===== src/rtl/dma_irq_pkg.sv =====
package dma_irq_pkg;
  localparam int unsigned OFS_FLAGS   = 32'h00;
  localparam int unsigned OFS_UNMASK  = 32'h04;
  localparam int unsigned OFS_MASKSET = 32'h08;
  localparam int unsigned OFS_MASKVW  = 32'h0C;
  localparam int unsigned OFS_CHAN    = 32'h10;

  localparam int unsigned BIT_INVALID = 6;
  localparam int unsigned BIT_DONE    = 1;

  typedef struct packed {
    logic flags;
    logic unmask;
    logic maskset;
    logic maskvw;
    logic chan;
  } reg_sel_t;
endpackage


===== src/rtl/dma_irq_decode.sv =====
module dma_irq_decode
  import dma_irq_pkg::*;
#(
  parameter int ADDR_W = 8
) (
  input  logic              acc,
  input  logic [ADDR_W-1:0] addr,
  output reg_sel_t          sel,
  output logic              bad
);
  always_comb begin
    sel.flags   = (addr == ADDR_W'(OFS_FLAGS));
    sel.unmask  = (addr == ADDR_W'(OFS_UNMASK));
    sel.maskset = (addr == ADDR_W'(OFS_MASKSET));
    sel.maskvw  = (addr == ADDR_W'(OFS_MASKVW));
    sel.chan    = (addr == ADDR_W'(OFS_CHAN));
    bad         = acc && (sel == '0);
  end
endmodule


===== src/rtl/dma_irq_flags.sv =====
module dma_irq_flags #(
  parameter int NUM_SRC = 8
) (
  input  logic               clk,
  input  logic               rst,
  input  logic [NUM_SRC-1:0] evt,
  input  logic               wr_clr,
  input  logic               wr_unmask,
  input  logic               wr_maskset,
  input  logic [NUM_SRC-1:0] wbits,
  output logic [NUM_SRC-1:0] flag_q,
  output logic [NUM_SRC-1:0] mask_q,
  output logic               irq_q
);
  logic [NUM_SRC-1:0] flag_nx;
  logic [NUM_SRC-1:0] mask_nx;

  // Per-source next state: the event has priority over a write-one clear.
  for (genvar i = 0; i < NUM_SRC; i++) begin : g_src
    always_comb begin
      flag_nx[i] = evt[i] | (flag_q[i] & ~(wr_clr & wbits[i]));
      mask_nx[i] = (mask_q[i] | (wr_maskset & wbits[i])) & ~(wr_unmask & wbits[i]);
    end
  end

  always_ff @(posedge clk) begin
    if (rst) begin
      flag_q <= '0;
      mask_q <= '1;
      irq_q  <= 1'b0;
    end else begin
      flag_q <= flag_nx;
      mask_q <= mask_nx;
      irq_q  <= |(flag_nx & ~mask_nx);
    end
  end
endmodule


===== src/rtl/dma_irq_donecnt.sv =====
module dma_irq_donecnt #(
  parameter int CNT_W = 3
) (
  input  logic             clk,
  input  logic             rst,
  input  logic             inc,
  input  logic             dec,
  input  logic             zero,
  output logic [CNT_W-1:0] cnt_q
);
  always_ff @(posedge clk) begin
    if (rst) begin
      cnt_q <= '0;
    end else if (zero) begin
      cnt_q <= inc ? CNT_W'(1) : '0;
    end else if (inc && !dec) begin
      cnt_q <= cnt_q + CNT_W'(1);
    end else if (dec && !inc) begin
      cnt_q <= cnt_q - CNT_W'(1);
    end
  end
endmodule


===== src/rtl/dma_irq_bank.sv =====
module dma_irq_bank
  import dma_irq_pkg::*;
#(
  parameter int ADDR_W  = 8,
  parameter int DATA_W  = 32,
  parameter int NUM_SRC = 8,
  parameter int CNT_W   = 3,
  parameter int OUTS_W  = 4,
  parameter int LVL_W   = 8
) (
  input  logic              clk,
  input  logic              rst,
  input  logic              bus_wr,
  input  logic              bus_rd,
  input  logic [ADDR_W-1:0] bus_addr,
  input  logic [DATA_W-1:0] bus_wdata,
  output logic [DATA_W-1:0] bus_rdata,
  input  logic [NUM_SRC-1:0] evt_i,
  input  logic              busy_i,
  input  logic [OUTS_W-1:0] outs_i,
  input  logic [LVL_W-1:0]  lvl_i,
  output logic              irq_o
);
  localparam int LVL_LSB = 1 + OUTS_W;
  localparam int CNT_LSB = LVL_LSB + LVL_W;

  reg_sel_t           sel;
  logic               bad_acc;
  logic [NUM_SRC-1:0] evt_all;
  logic [NUM_SRC-1:0] flag_q;
  logic [NUM_SRC-1:0] mask_q;
  logic [CNT_W-1:0]   cnt_q;
  logic               cnt_dec;
  logic               cnt_zero;
  logic [DATA_W-1:0]  rd_mux;
  logic               unused_wdata;

  assign unused_wdata = ^bus_wdata;

  dma_irq_decode #(.ADDR_W(ADDR_W)) u_dec (
    .acc  (bus_wr | bus_rd),
    .addr (bus_addr),
    .sel  (sel),
    .bad  (bad_acc)
  );

  always_comb begin
    evt_all              = evt_i;
    evt_all[BIT_INVALID] = evt_i[BIT_INVALID] | bad_acc;
  end

  dma_irq_flags #(.NUM_SRC(NUM_SRC)) u_flags (
    .clk        (clk),
    .rst        (rst),
    .evt        (evt_all),
    .wr_clr     (bus_wr & sel.flags),
    .wr_unmask  (bus_wr & sel.unmask),
    .wr_maskset (bus_wr & sel.maskset),
    .wbits      (bus_wdata[NUM_SRC-1:0]),
    .flag_q     (flag_q),
    .mask_q     (mask_q),
    .irq_q      (irq_o)
  );

  // A clear only counts when it really removes a pending done flag.
  assign cnt_dec  = bus_wr & sel.flags & bus_wdata[BIT_DONE]
                  & flag_q[BIT_DONE] & ~evt_all[BIT_DONE];
  assign cnt_zero = bus_wr & sel.chan & (|bus_wdata[CNT_LSB +: CNT_W]);

  dma_irq_donecnt #(.CNT_W(CNT_W)) u_cnt (
    .clk   (clk),
    .rst   (rst),
    .inc   (evt_all[BIT_DONE]),
    .dec   (cnt_dec),
    .zero  (cnt_zero),
    .cnt_q (cnt_q)
  );

  always_comb begin
    rd_mux = '0;
    if (sel.flags) begin
      rd_mux[NUM_SRC-1:0] = flag_q;
    end else if (sel.maskvw) begin
      rd_mux[NUM_SRC-1:0] = mask_q;
    end else if (sel.chan) begin
      rd_mux[0]                   = busy_i;
      rd_mux[1 +: OUTS_W]         = outs_i;
      rd_mux[LVL_LSB +: LVL_W]    = lvl_i;
      rd_mux[CNT_LSB +: CNT_W]    = cnt_q;
    end
  end

  always_ff @(posedge clk) begin
    if (rst) begin
      bus_rdata <= '0;
    end else if (bus_rd) begin
      bus_rdata <= rd_mux;
    end else begin
      bus_rdata <= '0;
    end
  end
endmodule


===== config.mk =====
export PLATFORM = sky130hd
export DESIGN_NAME = dma_irq_bank
export DESIGN_NICKNAME = d
export VERILOG_FILES = /design/src/rtl/dma_irq_pkg.sv /design/src/rtl/dma_irq_decode.sv /design/src/rtl/dma_irq_flags.sv /design/src/rtl/dma_irq_donecnt.sv /design/src/rtl/dma_irq_bank.sv
export SDC_FILE = /design/constraint.sdc
export NUM_CORES = 1
export LEC_CHECK = 0
export BUFFER_PORTS_ARGS = -buffer_cell sky130_fd_sc_hd__clkbuf_2
export CAP_MARGIN = 20
export CORE_ASPECT_RATIO = 0.7
export CORE_MARGIN = 2
export CORE_UTILIZATION = 47
export CTS_BUF_LIST = sky130_fd_sc_hd__clkbuf_2
export DETAILED_ROUTE_END_ITERATION = 12
export PLACE_DENSITY_LB_ADDON = 0.2
export SLEW_MARGIN = 30
export SYNTH_ARGS = -nofsm -noshare
export SYNTH_HDL_FRONTEND = slang
export SYNTH_HIERARCHICAL = 1
export SYNTH_SLANG_ARGS = --single-unit

===== constraint.sdc =====
create_clock -name clk -period 4.45 [get_ports clk]
set_input_delay 0.6675 -clock clk [delete_from_list [all_inputs] [get_ports clk]]
set_output_delay 0.6675 -clock clk [all_outputs]
set_load 0.1 [all_outputs]

==> impl_metrics.toml <==
[clock_tree]
clock-sinks = 36
holdBufCountCts = 0
cts_tree = "yes"
clkSlewWorstSetupHoldPaths_ps = 190
cts.path.max_buffers = 2
ctsHtreeMaxLevel = 2
clk_latency_ps = 360
cts_resized = 0
post_cts_buffers = 0
root_buffer = "clkbuf_2"
numCtsBuffers = 5

[floorplan]
rows = 19
coreArea_mm2 = 0.00390
start_util_pct = 48.5
die_w_um = 79.8
io_pins = 98
die_h_um = 57.1
dieArea_mm2 = 0.00456

[grt]
grt_overflow = 0
grt_max_degree = 26
grt_usage_pct = 18.1
grt_pass1_vias = 1257
grt_pass1_wl_um = 6300
antenna_found_initial = 0

[placement]
routabilityCongestion = 0.745
dp_hpwl_um = 3070
io_buffers = 60

[logic_synthesis]
synth_edf_count = 0
ys.flop_type = "dfxtp_1"
yosys.area.top_type_share_pct = 38.1
synth_area_mm2 = 0.00189
synth-seq-cells = 36
async_reset_ff_share_pct = 0
synth.top_cells.by_area = "dfxtp_1, buf_4, a221oi_2, a21oi_2, a21oi_1"
yosys_warnings = 6
seq_area_frac_synth_pct = 38.1
synth.distinct_cells = 37
syn_inst = 200
synth_area_leader_cell = "dfxtp_1"
syn_area_per_cell_um2 = 9.46

[power_and_ir_drop]
comb_power_share_pct = 19.8
clkPwrFrac_pct = 23.9
powerDensity_mw_per_mm2 = 276
p_sw_w = 0.000204
seq_power_share_pct = 56.4
swShare_pct = 34.2
p_int_w = 0.000394
total_leakage_power_nw = 0.888
ir_drop_mv = 0.228

[critical_path]
slowest_stage = "or3_1"
crit_chain = "clkbuf_2, or3_1, nor3_2, nand4_1, nor2_1, and2b_2, fa_1, and3b_2, o21ai_0, nor4b_1"
cp.arrival_ps = 3140
r2r_start = "u_flags/flag_q[1]"
cp_max_fo = 6
critPathRequiredTime_ps = 4730
worstSetupPathType = "input port to flop"
cp-start-kind = "input port"
r2r_slack_ps = 2330
r2r_cells = 7
critPathMaxStageDelay_ps = 480
critPathCaptureType = "flop"
r2r-end = "u_cnt/cnt_q[2]"

[outcome]
outcome = "completed"

[route]
dr.pass1.iters = 4
wirelength_um = 4060
vias = 1527
final_antenna_net_count = 0
vias_per_cell = 4.94
wl_per_cell_um = 13.1
drtIter0Drc = 121
drc = 0

[worst_hold_path]
whs_path_depth = 2
hp-class = "flop to flop"
min-delay-start = "u_flags/flag_q[1]"
min_to = "bus_rdata[1]"

[timing]
maxSlewViolCount = 0
setup_tns_ps = 0
period_share_pct = 64.3
fin_worst_skew_ps = 6.71
max_slew_margin_pct = 64.4
finalHoldViolCount = 0
fmax_ghz = 0.349
period_needed_ps = 2860
worstMarginPinSlew_ps = 532
rsz0062_at_grt = "no"
setup_viol = 0

[final_layout]
nets = 322
antennaDiodeCount = 0
drive_gt1_share_pct = 44.7
utilization_pct = 55.6
syn_to_final_growth_pct = 14.5

[flow_run]
max_cap_viol_count = 0
[flip-flops by register name, indices dropped and copies added, names as in the netlist]
signal          flops
bus_rdata          16
u_flags/flag_q      8
u_flags/mask_q      8
u_cnt/cnt_q         3
u_flags/irq_q       1
[synthesized netlist by cell type (all sizes together), types with 2 or more instances]
cell type	instances
a221oi	8
or2	11
o22ai	4
o21ai	2
nand3b	8
nor3b	9
nand2b	3
buf	24
nor4	3
or3	3
nor3	3
nand2	8
and2	3
inv	12
dfxtp	36
a21oi	33
nor2	10
clkbuf	5
[per-layer routing]
metal / up-vias / GRT usage, % / wire length [um]
li1: 782 / - / -
met2: 63 / 22.0 / 1560
met4: 0 / 4.36 / 18
met5: - / 0 / 0
met3: 2 / 5.38 / 365
met1: 680 / 30.1 / 2110
[power by group through the flow]
stage	registers, W	logic (W)	clock network (W)
floorplan	0.000343	0.0000975	0
global placement	0.000344	0.000117	0
detailed placement	0.000344	0.000117	0
CTS	0.000337	0.000118	0.000144
global route	0.000338	0.000125	0.000159
finish	0.000337	0.000118	0.000143
[layout by cell type (no fill, tap or decap), drive strengths merged, types with 2 or more instances in the layout]
cell	synthesis	final
o21ai	2	2
nor3	3	3
nor3b	9	9
and2	3	3
inv	12	12
a221oi	8	8
buf	24	3
or2	11	11
nor4	3	3
nand3b	8	8
clkinv	0	3
o22ai	4	4
a21oi	33	33
nand2b	3	3
dfxtp	36	36
nand2	8	8
nor2	10	10
clkbuf	5	65
or3	3	3
conb	1	16
[how the worst max path moves through the flow]
stage / start / endpoint / slack, ps / cells past startpoint
finish: bus_addr[1] / u_cnt/cnt_q[2] / 1590 / 10
global route: bus_addr[1] / u_flags/irq_q / 1470 / 9
CTS: bus_addr[1] / u_cnt/cnt_q[2] / 1610 / 10
detailed placement: bus_addr[1] / u_flags/irq_q / 1220 / 9
global placement: bus_addr[1] / u_flags/irq_q / 1230 / 9
floorplan: bus_addr[1] / u_cnt/cnt_q[2] / 1150 / 12
[worst max-delay path: cells and delay by family]
family	cells	cell delay, ps
and+or+nand+nor	7	1870
AOI/OAI and AO/OA	1	150
buffers and inverters	1	70
adders and majority gates	1	380
[final cells by class]
type | count | area, um^2
Timing Repair Buffer | 63 | 323
Clock buffer | 5 | 25.0
Inverter | 12 | 45.0
Fill cell | 387 | 1730
Sequential cell | 36 | 721
Tap cell | 52 | 65.1
Clock inverter | 3 | 13.8
Multi-Input combinational cell | 138 | 973
[per-stage QoR]
stage | worst slack, ps | power [W] | hold slack [ps] | cells | cell area (um^2)
floorplan | 1150 | 0.000441 | 452 | 215 | 1950
global placement | 1230 | 0.000460 | 486 | 301 | 2130
detailed placement | 1220 | 0.000461 | 491 | 301 | 2130
CTS | 1610 | 0.000599 | 503 | 309 | 2170
global route | 1470 | 0.000623 | 480 | 309 | 2170
finish | 1590 | 0.000598 | 508 | 309 | 2170
[logic make-up after synthesis]
| family | after synthesis | share of synthesized area [%] |
|---|---|---|
| simple gates | 67 | 23.7 |
| buf+inv | 41 | 14.0 |
| fa+ha+maj | 1 | 1.06 |
| other cells | 1 | 0.198 |
| xor+xnor | 2 | 0.926 |
| flops | 36 | 38.1 |
| compound gates | 52 | 22.0 |
No activity file was read; power rests on OpenSTA's default activity.
